### src/rtl/pmul8x16_pkg.sv
package pmul8x16_pkg;

   typedef enum logic [2:0] {
      PM_BASIC   = 3'd0,
      PM_COEF_HI = 3'd1,
      PM_COEF_LO = 3'd2,
      PM_BYTE_HI = 3'd3,
      PM_BYTE_LO = 3'd4,
      PM_WIDE_HI = 3'd5,
      PM_WIDE_LO = 3'd6,
      PM_NONE    = 3'd7
   } pm_mode_e;

endpackage

### src/rtl/pmul_opsel.sv
module pmul_opsel
   import pmul8x16_pkg::*;
#(
   parameter int PIX_W = 8,
   parameter int LANES = 4
) (
   input  pm_mode_e                   mode,
   input  logic [LANES*2*PIX_W-1:0]   op_a,
   input  logic [LANES*2*PIX_W-1:0]   op_b,
   output logic [LANES-1:0][PIX_W-1:0]   pix,
   output logic [LANES-1:0][2*PIX_W-1:0] coef
);
   localparam int COEF_W = 2 * PIX_W;
   localparam int HALF   = LANES / 2;

   for (genvar i = 0; i < LANES; i++) begin : g_lane
      logic [PIX_W-1:0]  pix_packed, pix_hi, pix_lo;
      logic [COEF_W-1:0] coef_own;

      assign pix_packed = op_a[i*PIX_W +: PIX_W];
      assign pix_hi     = op_a[i*COEF_W+PIX_W +: PIX_W];
      assign pix_lo     = op_a[i*COEF_W +: PIX_W];
      assign coef_own   = op_b[i*COEF_W +: COEF_W];

      if (i < HALF) begin : g_wide_capable
         always_comb begin
            pix[i]  = '0;
            coef[i] = '0;
            unique case (mode)
               PM_BASIC:   begin pix[i] = pix_packed; coef[i] = coef_own; end
               PM_COEF_HI: begin pix[i] = pix_packed; coef[i] = op_b[COEF_W +: COEF_W]; end
               PM_COEF_LO: begin pix[i] = pix_packed; coef[i] = op_b[0 +: COEF_W]; end
               PM_BYTE_HI,
               PM_WIDE_HI: begin pix[i] = pix_hi; coef[i] = coef_own; end
               PM_BYTE_LO,
               PM_WIDE_LO: begin pix[i] = pix_lo; coef[i] = coef_own; end
               default:    begin pix[i] = '0; coef[i] = '0; end
            endcase
         end
      end else begin : g_narrow_only
         always_comb begin
            pix[i]  = '0;
            coef[i] = '0;
            unique case (mode)
               PM_BASIC:   begin pix[i] = pix_packed; coef[i] = coef_own; end
               PM_COEF_HI: begin pix[i] = pix_packed; coef[i] = op_b[COEF_W +: COEF_W]; end
               PM_COEF_LO: begin pix[i] = pix_packed; coef[i] = op_b[0 +: COEF_W]; end
               PM_BYTE_HI: begin pix[i] = pix_hi; coef[i] = coef_own; end
               PM_BYTE_LO: begin pix[i] = pix_lo; coef[i] = coef_own; end
               default:    begin pix[i] = '0; coef[i] = '0; end
            endcase
         end
      end
   end

endmodule

### src/rtl/pmul_lane.sv
module pmul_lane #(
   parameter int PIX_W = 8
) (
   input  logic [PIX_W-1:0]   pix,
   input  logic [2*PIX_W-1:0] coef,
   output logic [2*PIX_W-1:0] res
);
   localparam int COEF_W = 2 * PIX_W;
   localparam int PROD_W = PIX_W + COEF_W;

   logic signed [PROD_W-1:0] pix_ext, coef_ext, prod;

   // Pixel is unsigned: zero extend. Coefficient is signed: sign extend.
   assign pix_ext  = signed'({{COEF_W{1'b0}}, pix});
   assign coef_ext = signed'({{PIX_W{coef[COEF_W-1]}}, coef});
   assign prod     = pix_ext * coef_ext;

   // middle field plus round bit, wrapping in COEF_W bits
   assign res = prod[PROD_W-1:PIX_W] + COEF_W'(prod[PIX_W-1]);

endmodule

### src/rtl/pmul_pack.sv
module pmul_pack
   import pmul8x16_pkg::*;
#(
   parameter int PIX_W = 8,
   parameter int LANES = 4
) (
   input  pm_mode_e                      mode,
   input  logic [LANES-1:0][2*PIX_W-1:0] res,
   output logic [LANES*2*PIX_W-1:0]      word
);
   localparam int COEF_W   = 2 * PIX_W;
   localparam int DATA_W   = LANES * COEF_W;
   localparam int HALF     = LANES / 2;
   localparam int W_STRIDE = 2 * COEF_W;
   localparam int W_OFS    = PIX_W - 1;

   logic [DATA_W-1:0] narrow_word, wide_word;

   for (genvar i = 0; i < LANES; i++) begin : g_narrow
      assign narrow_word[i*COEF_W +: COEF_W] = res[i];
   end

   always_comb begin
      wide_word = '0;
      for (int i = 0; i < HALF; i++) begin
         wide_word[i*W_STRIDE+W_OFS +: COEF_W] = res[i];
      end
   end

   always_comb begin
      unique case (mode)
         PM_WIDE_HI, PM_WIDE_LO: word = wide_word;
         PM_NONE:                word = '0;
         default:                word = narrow_word;
      endcase
   end

endmodule

### src/rtl/pmul8x16_rnd.sv
module pmul8x16_rnd
   import pmul8x16_pkg::*;
#(
   parameter int PIX_W = 8,
   parameter int LANES = 4
) (
   input  logic                       clk,
   input  logic                       rst_n,
   input  logic                       in_valid,
   input  logic [2:0]                 mode_sel,
   input  logic [LANES*2*PIX_W-1:0]   op_a,
   input  logic [LANES*2*PIX_W-1:0]   op_b,
   output logic                       out_valid,
   output logic [LANES*2*PIX_W-1:0]   result
);
   localparam int COEF_W = 2 * PIX_W;
   localparam int DATA_W = LANES * COEF_W;

   if (LANES < 2 || (LANES % 2) != 0) begin : g_bad_lanes
      $error("pmul8x16_rnd: LANES must be even and at least 2");
   end
   if (PIX_W < 2) begin : g_bad_pix
      $error("pmul8x16_rnd: PIX_W must be at least 2");
   end

   pm_mode_e mode;
   assign mode = pm_mode_e'(mode_sel);

   logic [LANES-1:0][PIX_W-1:0]  lane_pix;
   logic [LANES-1:0][COEF_W-1:0] lane_coef;
   logic [LANES-1:0][COEF_W-1:0] lane_res;
   logic [DATA_W-1:0]            packed_word;

   pmul_opsel #(.PIX_W(PIX_W), .LANES(LANES)) opsel_i (
      .mode (mode),
      .op_a (op_a),
      .op_b (op_b),
      .pix  (lane_pix),
      .coef (lane_coef)
   );

   for (genvar i = 0; i < LANES; i++) begin : g_mul
      pmul_lane #(.PIX_W(PIX_W)) lane_i (
         .pix  (lane_pix[i]),
         .coef (lane_coef[i]),
         .res  (lane_res[i])
      );
   end

   pmul_pack #(.PIX_W(PIX_W), .LANES(LANES)) pack_i (
      .mode (mode),
      .res  (lane_res),
      .word (packed_word)
   );

   // single output register stage
   always_ff @(posedge clk or negedge rst_n) begin
      if (!rst_n) begin
         result    <= '0;
         out_valid <= 1'b0;
      end else begin
         out_valid <= in_valid;
         if (in_valid) begin
            result <= packed_word;
         end
      end
   end

   a_r10_valid_rise: assert property (@(posedge clk) disable iff (!rst_n)
      in_valid |=> out_valid);

   a_r10_valid_fall: assert property (@(posedge clk) disable iff (!rst_n)
      !in_valid |=> !out_valid);

   a_r11_hold: assert property (@(posedge clk) disable iff (!rst_n)
      !in_valid |=> $stable(result));

   a_r9_reserved_zero: assert property (@(posedge clk) disable iff (!rst_n)
      (in_valid && mode_sel == 3'd7) |=> (result == '0));

   // bits below the first slot stay clear in the two-lane forms
   a_r7_wide_low_clear: assert property (@(posedge clk) disable iff (!rst_n)
      (in_valid && (mode_sel == 3'd5 || mode_sel == 3'd6))
      |=> (result[PIX_W-2:0] == '0));

   a_r3_shared_coef: assert property (@(posedge clk) disable iff (!rst_n)
      (in_valid && mode_sel == 3'd1 && op_a[PIX_W-1:0] == op_a[2*PIX_W-1:PIX_W])
      |=> (result[COEF_W-1:0] == result[2*COEF_W-1:COEF_W]));

   a_r12_reset_clear: assert property (@(posedge clk)
      !rst_n |=> (result == '0 && !out_valid));

endmodule

### config.mk
export PLATFORM = sky130hd
export DESIGN_NAME = pmul8x16_rnd
export DESIGN_NICKNAME = d
export VERILOG_FILES = /design/src/rtl/pmul8x16_pkg.sv /design/src/rtl/pmul_opsel.sv /design/src/rtl/pmul_lane.sv /design/src/rtl/pmul_pack.sv /design/src/rtl/pmul8x16_rnd.sv
export SDC_FILE = /design/constraint.sdc
export NUM_CORES = 2
export LEC_CHECK = 0
export CELL_PAD_IN_SITES_DETAIL_PLACEMENT = 0
export CELL_PAD_IN_SITES_GLOBAL_PLACEMENT = 1
export CORE_MARGIN = 4
export CORE_UTILIZATION = 35
export CTS_BUF_LIST = sky130_fd_sc_hd__clkbuf_4 sky130_fd_sc_hd__clkbuf_8 sky130_fd_sc_hd__clkbuf_16
export CTS_CLUSTER_DIAMETER = 200
export DETAILED_ROUTE_END_ITERATION = 12
export PLACE_DENSITY = 0.77
export REMOVE_ABC_BUFFERS = 1
export SYNTH_ARGS = -nofsm -noshare
export SYNTH_HDL_FRONTEND = slang
export SYNTH_SLANG_ARGS = --single-unit
### constraint.sdc
create_clock -name clk -period 2.03 [get_ports clk]
set_input_delay 0.5075 -clock clk [delete_from_list [all_inputs] [get_ports clk]]
set_output_delay 0.5075 -clock clk [all_outputs]
set_load 0.05 [all_outputs]
==> impl_metrics.tcl <==
set metrics [dict create \
    die_w_um 271.4 \
    multi_input_area_um2 22960 \
    hold_class "flop to flop" \
    viasPerCell 5.085 \
    grt_max_degree 48 \
    fmax_ghz 0.1515 \
    root_buffer "clkbuf_16" \
    wl_per_cell_um 18.67 \
    yosysSeqAreaShare_pct 6.700 \
    ir_drop_uv 1718 \
    hold_start "result[30]" \
    setup_viol 64 \
    synth-seq-cells 65 \
    min_path_cells 1 \
    busiest_layer "met2" \
    clk_pin_slew_ps 70 \
    worst_r2r_path_depth 3 \
    grt_pass1_wl_um 142600 \
    grt_use_met2_pct 41.42 \
    grt_overflow_total 0 \
    syn_area_per_cell_um2 8.033 \
    critPathMaxFanout 8 \
    grt_pass1_vias 26048 \
    die_h_um 271.4 \
    htreeDepth 3 \
    worstSetupEndpointType "flop" \
    drtIter0Drc 1835 \
    std_cell_rows 96 \
    start_util_pct 35.33 \
    tightest_slew_ps 743.3 \
    dr.pass1.iters 6 \
    power_uw 67290 \
    syn_area_um2 24280 \
    critPathLaunchType "primary input" \
    routed_wl_um 93680 \
    drc 0 \
    met1_usage_pct 32.06 \
    drive_gt1_share_pct 37.70 \
    port_buffers 198 \
    via_count 25511 \
    final-seq-area_um2 1627 \
    maxSlewViolCount 0 \
    finalSetupTns_ps -267150 \
    cts_buffers 9 \
    ios 199 \
    timing.slew.headroom_pct 50.09 \
    hold_violations 0 \
    syn2layout_area_growth_pct 56.82 \
    p_per_area_nw_per_um2 1768 \
    hold_slack_ps 491.7 \
    cts_tree "built" \
    rsz0062_at_grt "true" \
    arrival_ps 6870 \
    netlist_instances 3022 \
    run_status "finished with violations" \
    min_period_over_period_pct 325.1 \
    dieArea_um2 73640 \
    synth_enable_flop_cells 0 \
    fill_cells 6145 \
    antenna_found_initial 4 \
    fin_crit_ps 6600 \
    gp_congestion 0.9442 \
    crit_slowest_cell "fa_1" \
    use_met3_pct 4.039 \
    layout_setup_ws_ps -4570 \
    ys_warn_count 0 \
    regToRegStartpoint "result[15]" \
    critical_path_required_ps 2300 \
    worstSetupStartpoint "mode_sel[1]" \
    worstSkewPairLatency_ps 380 \
    async_flop_share_pct 100.0 \
    ant_nets 0 \
    cts_sinks 65 \
    grt_use_total_pct 24.65 \
    nets 4790 \
    violations "negative setup slack" \
    leakage_uw 0.01932 \
    post-dp-hpwl_um 76550 \
    cts_max_path_buffers 2 \
    synth_cell_types 97 \
    cap_viol_max_count 0 \
    worstSetupPathType "primary input to flop" \
    core-area_um2 68710 \
    synthFlopType "dfrtp_1" \
    skew_ps 0 \
    max_stage_delay_ps 550 \
]
-- metrics by stage --
stage	instances	worst slack (ps)	util, %	area [µm²]
after CTS	4964	-4499	52.96	36390
after global routing	5016	-4798	55.41	38070
final	5017	-4570	55.41	38070
after floorplan	2899	-5412	-	23760
after global placement	4826	-5504	48.03	33000
after detailed placement	4826	-5580	48.03	33000
-- Yosys cell counts, drive strengths merged (13+ instances only) --
library cell | n | share of area, %
inv | 541 | 8.4
fa | 396 | 33
nor2 | 361 | 5.6
nand2 | 321 | 5.0
ha | 180 | 9.3
a21oi | 159 | 3.3
clkbuf | 101 | 1.6
xnor2 | 87 | 3.1
o21ai | 80 | 1.7
dfrtp | 65 | 6.7
nand2b | 63 | 1.7
a21o | 56 | 1.7
xor2 | 51 | 1.9
nor2b | 49 | 1.3
nand3 | 45 | 0.93
o21a | 45 | 1.4
a22oi | 27 | 0.83
and2 | 24 | 0.62
a221o | 23 | 0.95
buf | 22 | 0.54
nor3 | 22 | 0.45
or2 | 22 | 0.57
a22o | 18 | 0.65
nand4 | 16 | 0.49
and3 | 13 | 0.34
o211ai | 13 | 0.44
or3 | 13 | 0.34
-- logic make-up after synthesis --
family                     Yosys count  share of synthesized area [%]
and+or+nand+nor                   1003                          19.17
AOI/OAI and AO/OA                  560                          16.08
muxes                               14                         0.5979
buffers and inverters              666                          10.50
adders and majority gates          576                          41.93
DFF                                 65                          6.700
xor gates and xnor gates           138                          5.010
-- critical path, delay by kind of cell --
family	cells	cell delay [ps]
AND/OR/NAND/NOR	13	2610
adder cells (fa/ha/maj)	6	2150
buffers and inverters	6	540
multiplexers	2	490
AO/OA/AOI/OAI	4	380
XOR/XNOR	1	160
-- per-layer routing --
metal	share of wire, %	up-vias
met5	0.025	-
met4	4.2	4
met3	6.6	194
met2	47	821
met1	42	12659
li1	-	11833
-- power by group --
part | internal (µW) | switching [µW] | leakage, µW
logic | 30600 | 32300 | 0.0183
clock network | 1100 | 821 | 0.000163
registers | 1950 | 458 | 0.000824
-- sequential cells by signal, summed over array words and instances, names as in the netlist --
signal	count
out_valid	1
result	64
-- cells in the final DEF, fill, tap and decap left out, types with 13 or more instances in the layout --
master | Yosys | final
dlygate4sd2_1 | 0 | 44
a221o_1 | 23 | 21
nand2_1 | 321 | 269
nor2b_1 | 49 | 33
nand2_2 | 0 | 34
and2_1 | 21 | 15
dfrtp_1 | 65 | 65
nor2_1 | 360 | 325
a22oi_1 | 27 | 20
nand4_1 | 13 | 13
a22o_1 | 18 | 18
o21a_1 | 45 | 42
nor2_4 | 1 | 13
xor2_1 | 50 | 32
xor2_2 | 1 | 15
o21ai_2 | 1 | 13
nor2_2 | 0 | 23
inv_1 | 541 | 513
inv_2 | 0 | 29
xnor2_1 | 87 | 62
a21oi_1 | 159 | 107
nand3_1 | 45 | 25
a21oi_4 | 0 | 17
buf_12 | 0 | 31
clkdlybuf4s50_1 | 0 | 81
buf_4 | 4 | 890
or2_2 | 20 | 14
a21o_1 | 56 | 55
fa_1 | 396 | 391
nor2b_4 | 0 | 13
a21oi_2 | 0 | 35
ha_1 | 180 | 139
o21ai_1 | 8 | 24
nand2_4 | 0 | 16
o21ai_0 | 71 | 40
xnor2_2 | 0 | 20
ha_4 | 0 | 37
buf_6 | 4 | 110
nand2b_1 | 62 | 56
-- cell type report --
| cell class | instances | share of cell area, % |
|---|---|---|
| timing repair buffer | 1170 | 26.13 |
| tap | 931 | 3.060 |
| antenna | 1 | 0.006573 |
| inverter | 543 | 5.357 |
| multi-input combinational | 2291 | 60.30 |
| clock buffer | 9 | 0.5916 |
| clock inverter | 7 | 0.2794 |
| sequential | 65 | 4.273 |
-- worst paths after layout --
kind | to | slack (ps)
worst max-delay path | result[15] | -4570
worst min-delay path | result[30] | 490
worst max register to register | result[15] | 1000
worst min register to register | result[30] | 490
max in group asynchronous | result[2] | 950
min in group asynchronous | out_valid | 510
-- repair_timing --
item | in CTS | in global routing
setup endpoints to repair | 65 | 64
pin swaps | 195 | 174
gates resized for setup | 527 | 265
endpoints found under the hold margin | 10 | 0
hold buffers | 1 | 0
gates cloned | 2 | 2
setup buffers | 122 | 54
Power figures use the tool's default switching activity.
